<file path="src/rtl/lpc_pkg.sv">
package lpc_pkg;
  localparam int unsigned REG_IDX_W   = 5;
  localparam int unsigned CAUSE_W     = 6;
  localparam int unsigned SWCHK_CAUSE = 18;
  localparam int unsigned FWD_TVAL    = 2;
  localparam int unsigned NUM_EXEMPT  = 3;

  typedef logic [REG_IDX_W-1:0] reg_idx_t;

  // return-style links (x1, x5) and the software-guarded register (x7)
  localparam reg_idx_t EXEMPT_REGS [NUM_EXEMPT] = '{5'd1, 5'd5, 5'd7};

  typedef struct packed {
    logic not_pad;
    logic misaligned;
    logic label_bad;
  } lp_viol_t;
endpackage

</file>
<file path="src/rtl/lpc_arm_dec.sv">
module lpc_arm_dec
  import lpc_pkg::*;
(
  input  logic     en_i,
  input  logic     valid_i,
  input  logic     ijump_i,
  input  reg_idx_t rs1_i,
  output logic     arm_o
);
  logic [NUM_EXEMPT-1:0] hit;

  for (genvar g = 0; g < NUM_EXEMPT; g++) begin : g_exempt
    assign hit[g] = (rs1_i == EXEMPT_REGS[g]);
  end

  assign arm_o = en_i && valid_i && ijump_i && !(|hit);
endmodule

</file>
<file path="src/rtl/lpc_pad_chk.sv">
module lpc_pad_chk
  import lpc_pkg::*;
#(
  parameter int unsigned XLEN       = 32,
  parameter int unsigned LBL_W      = 20,
  parameter int unsigned LBL_LSB    = 12,
  parameter int unsigned ALIGN_BITS = 2
) (
  input  logic             armed_i,
  input  logic             valid_i,
  input  logic             lpad_i,
  input  logic [XLEN-1:0]  pc_i,
  input  logic [LBL_W-1:0] label_i,
  input  logic [XLEN-1:0]  guard_i,
  output logic             consume_o,
  output lp_viol_t         viol_o,
  output logic             viol_any_o
);
  logic             label_nz;
  logic [LBL_W-1:0] guard_lbl;
  logic             unused_bits;

  assign guard_lbl = guard_i[LBL_LSB +: LBL_W];
  assign label_nz  = |label_i;
  assign consume_o = armed_i && valid_i;

  always_comb begin
    viol_o            = '0;
    viol_o.not_pad    = consume_o && !lpad_i;
    viol_o.misaligned = consume_o && lpad_i && (|pc_i[ALIGN_BITS-1:0]);
    // label compare only when the embedded label is non-zero
    viol_o.label_bad  = consume_o && lpad_i && !(|pc_i[ALIGN_BITS-1:0])
                        && label_nz && (label_i != guard_lbl);
  end

  assign viol_any_o  = |viol_o;
  assign unused_bits = ^{pc_i[XLEN-1:ALIGN_BITS], guard_i};
endmodule

</file>
<file path="src/rtl/lpc_state.sv">
module lpc_state
  import lpc_pkg::*;
#(
  parameter int unsigned XLEN = 32
) (
  input  logic               clk_i,
  input  logic               rst_ni,
  input  logic               trap_i,
  input  logic               valid_i,
  input  logic               en_i,
  input  logic               arm_i,
  input  logic               consume_i,
  input  logic               viol_i,
  output logic               armed_o,
  output logic               req_o,
  output logic [CAUSE_W-1:0] cause_o,
  output logic [XLEN-1:0]    tval_o
);
  logic armed_d, req_d;

  always_comb begin
    armed_d = armed_o;
    req_d   = 1'b0;
    if (trap_i) begin
      armed_d = 1'b0;
    end else if (consume_i) begin
      armed_d = 1'b0;
      req_d   = viol_i;
    end else if (arm_i) begin
      armed_d = 1'b1;
    end
  end

  always_ff @(posedge clk_i or negedge rst_ni) begin
    if (!rst_ni) begin
      armed_o <= 1'b0;
      req_o   <= 1'b0;
    end else begin
      armed_o <= armed_d;
      req_o   <= req_d;
    end
  end

  assign cause_o = req_o ? CAUSE_W'(SWCHK_CAUSE) : '0;
  assign tval_o  = req_o ? XLEN'(FWD_TVAL) : '0;


  arm_needs_en_chk: assert property (@(posedge clk_i) disable iff (!rst_ni)
    (!$past(armed_o) && armed_o) |-> $past(en_i && valid_i && !trap_i));

  flag_consumed_chk: assert property (@(posedge clk_i) disable iff (!rst_ni)
    (armed_o && valid_i) |=> !armed_o);

  req_one_cycle_chk: assert property (@(posedge clk_i) disable iff (!rst_ni)
    req_o |=> !req_o);

  req_from_flag_chk: assert property (@(posedge clk_i) disable iff (!rst_ni)
    req_o |-> ($past(armed_o) && $past(valid_i)));

  trap_clears_chk: assert property (@(posedge clk_i) disable iff (!rst_ni)
    trap_i |=> (!armed_o && !req_o));

  idle_holds_chk: assert property (@(posedge clk_i) disable iff (!rst_ni)
    (!valid_i && !trap_i) |=> ($stable(armed_o) && !req_o));
endmodule

</file>
<file path="src/rtl/fwd_lpad_guard.sv">
module fwd_lpad_guard
  import lpc_pkg::*;
#(
  parameter int unsigned XLEN       = 32,
  parameter int unsigned LBL_W      = 20,
  parameter int unsigned LBL_LSB    = 12,
  parameter int unsigned ALIGN_BITS = 2
) (
  input  logic               clk_i,
  input  logic               rst_ni,
  input  logic               cfi_en_i,
  input  logic               trap_taken_i,
  input  logic               ret_valid_i,
  input  logic               ret_ijump_i,
  input  logic               ret_lpad_i,
  input  logic [REG_IDX_W-1:0] ret_rs1_i,
  input  logic [LBL_W-1:0]   ret_label_i,
  input  logic [XLEN-1:0]    ret_pc_i,
  input  logic [XLEN-1:0]    x7_val_i,
  output logic               lp_armed_o,
  output logic               swchk_valid_o,
  output logic [CAUSE_W-1:0] swchk_cause_o,
  output logic [XLEN-1:0]    swchk_tval_o
);
  logic     arm, consume, viol_any;
  lp_viol_t viol;
  logic     unused_viol;

  lpc_arm_dec i_arm_dec (
    .en_i    (cfi_en_i),
    .valid_i (ret_valid_i),
    .ijump_i (ret_ijump_i),
    .rs1_i   (ret_rs1_i),
    .arm_o   (arm)
  );

  lpc_pad_chk #(
    .XLEN(XLEN), .LBL_W(LBL_W), .LBL_LSB(LBL_LSB), .ALIGN_BITS(ALIGN_BITS)
  ) i_pad_chk (
    .armed_i    (lp_armed_o),
    .valid_i    (ret_valid_i),
    .lpad_i     (ret_lpad_i),
    .pc_i       (ret_pc_i),
    .label_i    (ret_label_i),
    .guard_i    (x7_val_i),
    .consume_o  (consume),
    .viol_o     (viol),
    .viol_any_o (viol_any)
  );

  lpc_state #(.XLEN(XLEN)) i_state (
    .clk_i     (clk_i),
    .rst_ni    (rst_ni),
    .trap_i    (trap_taken_i),
    .valid_i   (ret_valid_i),
    .en_i      (cfi_en_i),
    .arm_i     (arm),
    .consume_i (consume),
    .viol_i    (viol_any),
    .armed_o   (lp_armed_o),
    .req_o     (swchk_valid_o),
    .cause_o   (swchk_cause_o),
    .tval_o    (swchk_tval_o)
  );

  assign unused_viol = ^viol;


  exempt_no_arm_chk: assert property (@(posedge clk_i) disable iff (!rst_ni)
    (!lp_armed_o && ret_valid_i && ret_ijump_i && !trap_taken_i &&
     (ret_rs1_i == 5'd1 || ret_rs1_i == 5'd5 || ret_rs1_i == 5'd7)) |=> !lp_armed_o);

  idle_pad_nop_chk: assert property (@(posedge clk_i) disable iff (!rst_ni)
    (!lp_armed_o && ret_valid_i && ret_lpad_i) |=> !swchk_valid_o);

  missing_pad_chk: assert property (@(posedge clk_i) disable iff (!rst_ni)
    (lp_armed_o && ret_valid_i && !ret_lpad_i && !trap_taken_i) |=> swchk_valid_o);
endmodule

</file>
<file path="config.mk">
export PLATFORM = sky130hd
export DESIGN_NAME = fwd_lpad_guard
export DESIGN_NICKNAME = d
export VERILOG_FILES = /design/src/rtl/lpc_pkg.sv /design/src/rtl/lpc_arm_dec.sv /design/src/rtl/lpc_pad_chk.sv /design/src/rtl/lpc_state.sv /design/src/rtl/fwd_lpad_guard.sv
export SDC_FILE = /design/constraint.sdc
export NUM_CORES = 1
export LEC_CHECK = 0
export BUFFER_PORTS_ARGS = -buffer_cell sky130_fd_sc_hd__buf_2
export CORE_MARGIN = 2
export CORE_UTILIZATION = 26
export CTS_BUF_LIST = sky130_fd_sc_hd__clkbuf_4
export DETAILED_ROUTE_END_ITERATION = 8
export PLACE_DENSITY = 0.83
export SETUP_SLACK_MARGIN = 0.02
export SYNTH_ARGS = -nofsm -noshare
export SYNTH_HDL_FRONTEND = slang
export SYNTH_HIERARCHICAL = 1
export SYNTH_SLANG_ARGS = --single-unit
export TNS_END_PERCENT = 10
</file>
<file path="constraint.sdc">
create_clock -name clk_i -period 1.05 [get_ports clk_i]
set_input_delay 0.105 -clock clk_i [delete_from_list [all_inputs] [get_ports clk_i]]
set_output_delay 0.105 -clock clk_i [all_outputs]
set_load 0.03 [all_outputs]
</file>
---- After elaboration in Yosys (flattened, before gate mapping) ----
Index checks and enable logic that the tools add are counted.
storage, ports and cells
  register bits ........................... 2
  input port bits ......................... 96
  word-level logic and storage cells ...... 31
operators by class
  eq/ne operators ......................... 4
  mux-type cells .......................... 7
  reductions and logical operators ........ 18
operators by type and width
  cell                                                  count
  inequality test 20 bit                                1
  OR reduction 20 bit                                   1
  equality test 5 x 3 -> 1 bit (second input constant)  2
  logical AND 1 bit                                     10
  OR reduction 3 bit                                    2
  equality test 5 x 1 -> 1 bit (second input constant)  1
  2-to-1 mux 1 bit                                      5
  2-to-1 mux 5 bit                                      1
  zero test 1 bit                                       3
  nonzero test 3 bit                                    1
  2-to-1 mux 2 bit                                      1
  OR reduction 2 bit                                    1

---- Depth between registers and ports, before layout ----
  word-level depth ........................ 8
  gate-level depth with buffers ........... 5
  mapped depth without buffers ............ 5

---- Hierarchy ----
The synthesis kept the hierarchy.
by module, submodules not included
  module       instances  cells each  area an instance (um^2)  seq. area each (um^2)
  lpc_state    1          44          356.6                    50.0
  lpc_pad_chk  1          46          315.3                    0.0
  lpc_arm_dec  1          4           21.3                     0.0

---- Worst setup path before layout ----
OpenSTA, ideal clock, no wires.
  path type ............................... flip-flop to flip-flop
  start point ............................. reg i_state.armed_o
  end point ............................... reg i_state.req_o
  library setup time ...................... 66 ps
  arrival ................................. 1035 ps
  required time ........................... 984 ps
  slack ................................... -51 ps
  stages on the path, launching flop included .. 6
  period minus slack after synthesis ...... 1101 ps
  cells stage by stage .................... dfrtp_1 -> nand2_1 -> inv_1 -> o31ai_1 -> a21oi_1 -> and3b_1
between the ends
  cells in the longest elaborated chain, start to end .. 8
RTL lines
  what                            RTL line                              RTL
  start: declaration              lpc_state.sv:14                       output logic armed_o,
  start signal: assignment        lpc_state.sv:39                       armed_o <= armed_d;
  logical AND 1 bit (*)           lpc_pad_chk.sv:25                     assign consume_o = armed_i && valid_i;
  net consume                     fwd_lpad_guard.sv:25                  logic arm, consume, viol_any;
  logical AND 1 bit               lpc_pad_chk.sv:30, lpc_pad_chk.sv:32
  logical AND 1 bit               lpc_pad_chk.sv:32                     viol_o.label_bad = consume_o && lpad_i && !(|pc_i[ALIGN_BITS-1:0])
  logical AND 1 bit (2 in a row)  lpc_pad_chk.sv:33                     && label_nz && (label_i != guard_lbl);
  OR reduction 3 bit (*)          lpc_pad_chk.sv:36                     assign viol_any_o = |viol_o;
  net viol_any                    fwd_lpad_guard.sv:25
  2-to-1 mux 1 bit (*)            lpc_state.sv:26                       end else if (consume_i) begin
  2-to-1 mux 1 bit (*)            lpc_state.sv:24                       if (trap_i) begin
  net i_state.req_d               lpc_state.sv:19                       logic armed_d, req_d;
  end signal: assignment          lpc_state.sv:40                       req_o <= req_d;
  end: declaration                lpc_state.sv:15                       output logic req_o,
Mark *: on every way through the listed nets, which the timed path passes. The rest lies on a longest branch.
A chain may end at the register's enable or synchronous reset.

---- Final worst setup path ----
  start point ............................. in ret_label_i[11]
  end point ............................... reg i_state.req_o
between the ends
  cells in the longest elaborated chain, start to end .. 6
RTL lines
  what                    RTL line              RTL
  start: declaration      fwd_lpad_guard.sv:17  input logic [LBL_W-1:0] ret_label_i,
  OR reduction 20 bit     lpc_pad_chk.sv:24     assign label_nz = |label_i;
  logical AND 1 bit       lpc_pad_chk.sv:33
  logical AND 1 bit (*)   lpc_pad_chk.sv:33
  OR reduction 3 bit (*)  lpc_pad_chk.sv:36
  net viol_any            fwd_lpad_guard.sv:25
  2-to-1 mux 1 bit (*)    lpc_state.sv:26
  2-to-1 mux 1 bit (*)    lpc_state.sv:24
  net i_state.req_d       lpc_state.sv:19
Marks and branches as above.

==> results.md <==
* Crit path max fanout at 2
* Post-route antenna net violation count at 0
* DR vias at approximately 720
* Initial antenna violation count at 0
* Num CTS Buffers at 3
* Gpl congestion at 0.611
* Tmin final at 967 ps
* WP buf/inv at 2
* Area Growth Syn to Fin at 50.9%
* Vias in the first global route at 591
* Routed wire per std cell at just over 9 um
* GRT overflow at 0
* Estimated wirelength of the detail-placed design at 1600 um
* LEAKAGE at 0.000527 uW
* Core Region at 2450 sq um
* Post-CTS Setup Bufs at 0
* Share of layout cells above drive strength 1 at approximately half
* Die Y at 54.5 um
* Crit path kind: input pin to register
* Peak VDD IR at around 0.53 mV
* DRC Markers at 0
* GRT Total Usage at 10.8%
* CTS tree: yes
* Root Buffer: clkbuf_4
* Critical Path AT at 1070 ps
* Pwr/cell area at between 600 and 700 nW/um^2
* Final wirelength at 1720 um
* Worst-path clk slew at 30 ps
* YS warnings at 6
* Cell Area, Synth at 662 sq um
* Avg Cell Area, Syn at between 7 and 8 sq um
* Starting Density at 27.0%
* Antenna cells at 0
* CP max stage cell: nor3_2
* Clock buffer depth at 2
* Slew Viols, Final at 0
* Vias per cell at 3.92
* Clock Latency Late Sink at 220 ps
* First-pass GRT wire length at between 2000 and 2500 um
* CP top delay family: simple AND/OR/NAND/NOR gates
* Status: complete, no violations
* Max incr delay on CP at between 150 and 200 ps
* CP endpoint kind: register
* Worst EP required at 1160 ps
* Crit path launch type: input pin
* Fill cells at roughly 280
* Row count at 18
* DR pass1 iterations at 2
* Final Util at 40.7%
* Die Span X at 54.5 um
* Clk_skew at 4.00 ps
* Clock sink count at 2
* Largest net degree at the start of global routing at 5
* Overall power at 690 uW
* Drt initial violations at 1
* Post-Syn Instances at a little under 90
* Worst Hold Class: input pin to register
* Fmax at approximately 1000 MHz
* H-tree levels at 1
* Final setup violation count at 0
* Worst-path cell chain: buf_2, buf_4, xnor2_1, nand4_1, nor3_2, a21oi_1, and3b_1
* Layout Nets at 252
* Total die area at 2970 sq um
* Crit share post-route at 92.1%
* IO buf count at 58
* Max-cap viol count at 0
* Io pins at 136
* Hold Vio Cnt, Final at 0
==> sequential cells by signal, summed over array words and instances, names as in the netlist <==
register         count
i_state/req_o        1
i_state/armed_o      1
==> cell type report <==
type | count | area [sq um] | area share [%]
clock buffers | 3 | 22.5 | 2.26
repair buffers | 67 | 360 | 36.1
multi-input cells | 81 | 524 | 52.5
inverters | 1 | 3.75 | 0.376
flip-flops and latches | 2 | 50.0 | 5.01
well taps | 30 | 37.5 | 3.76
==> per-layer routing <==
layer / share of wire, % / track usage (%)
met1: 33 / 10.6
met2: 54 / 21.9
met3: 13 / 3.01
met5: 0 / 0
met4: 0.46 / 2.50
==> per-stage QoR <==
stage                     instances  cell area [sq um]  worst slack, ps  hold slack [ps]  setup TNS, ps
after global routing            184                998            -39.1             49.9          -39.1
after detailed placement        180                892             -213             -108           -213
after floorplan                 122                790             25.6             -191              0
final                           184                998             82.8             51.4              0
after global placement          180                892             -241             -108           -241
after CTS                       184                937             44.9             46.9              0
==> path summary, 6_finish.rpt <==
path	from	endpoint	slack, ps	depth (start not counted)
worst max register to register	i_state/armed_o	i_state/req_o	130	5
worst max-delay path	ret_label_i[11]	i_state/req_o	80	7
worst min register to register	i_state/armed_o	i_state/armed_o	560	2
min in group asynchronous	rst_ni	i_state/armed_o	210	2
max in group asynchronous	rst_ni	i_state/req_o	740	2
worst min-delay path	trap_taken_i	i_state/armed_o	50	2
==> repair_timing <==
item	in CTS	in global routing
gates resized for setup	2	9
hold endpoints to repair	2	0
hold buffers	1	0
pin swaps	0	4
endpoints found under the setup margin	1	1
==> cell usage in the layout, fill, tap and decap left out, drive strengths merged, types with 3 or more instances in the layout <==
| cell | instances |
|---|---|
| xnor2 | 20 |
| nor2 | 3 |
| conb | 35 |
| nand2 | 3 |
| clkbuf | 3 |
| buf | 66 |
| nor3 | 3 |
| nand4 | 5 |
| nor4 | 5 |
==> power by group <==
| group | total (uW) | internal [uW] | switching, uW |
|---|---|---|---|
| logic | 441 | 161 | 279 |
| clock network | 168 | 126 | 42.3 |
| registers | 81.1 | 79.7 | 1.37 |
Note: power is estimated with default switching activity, not from simulation.
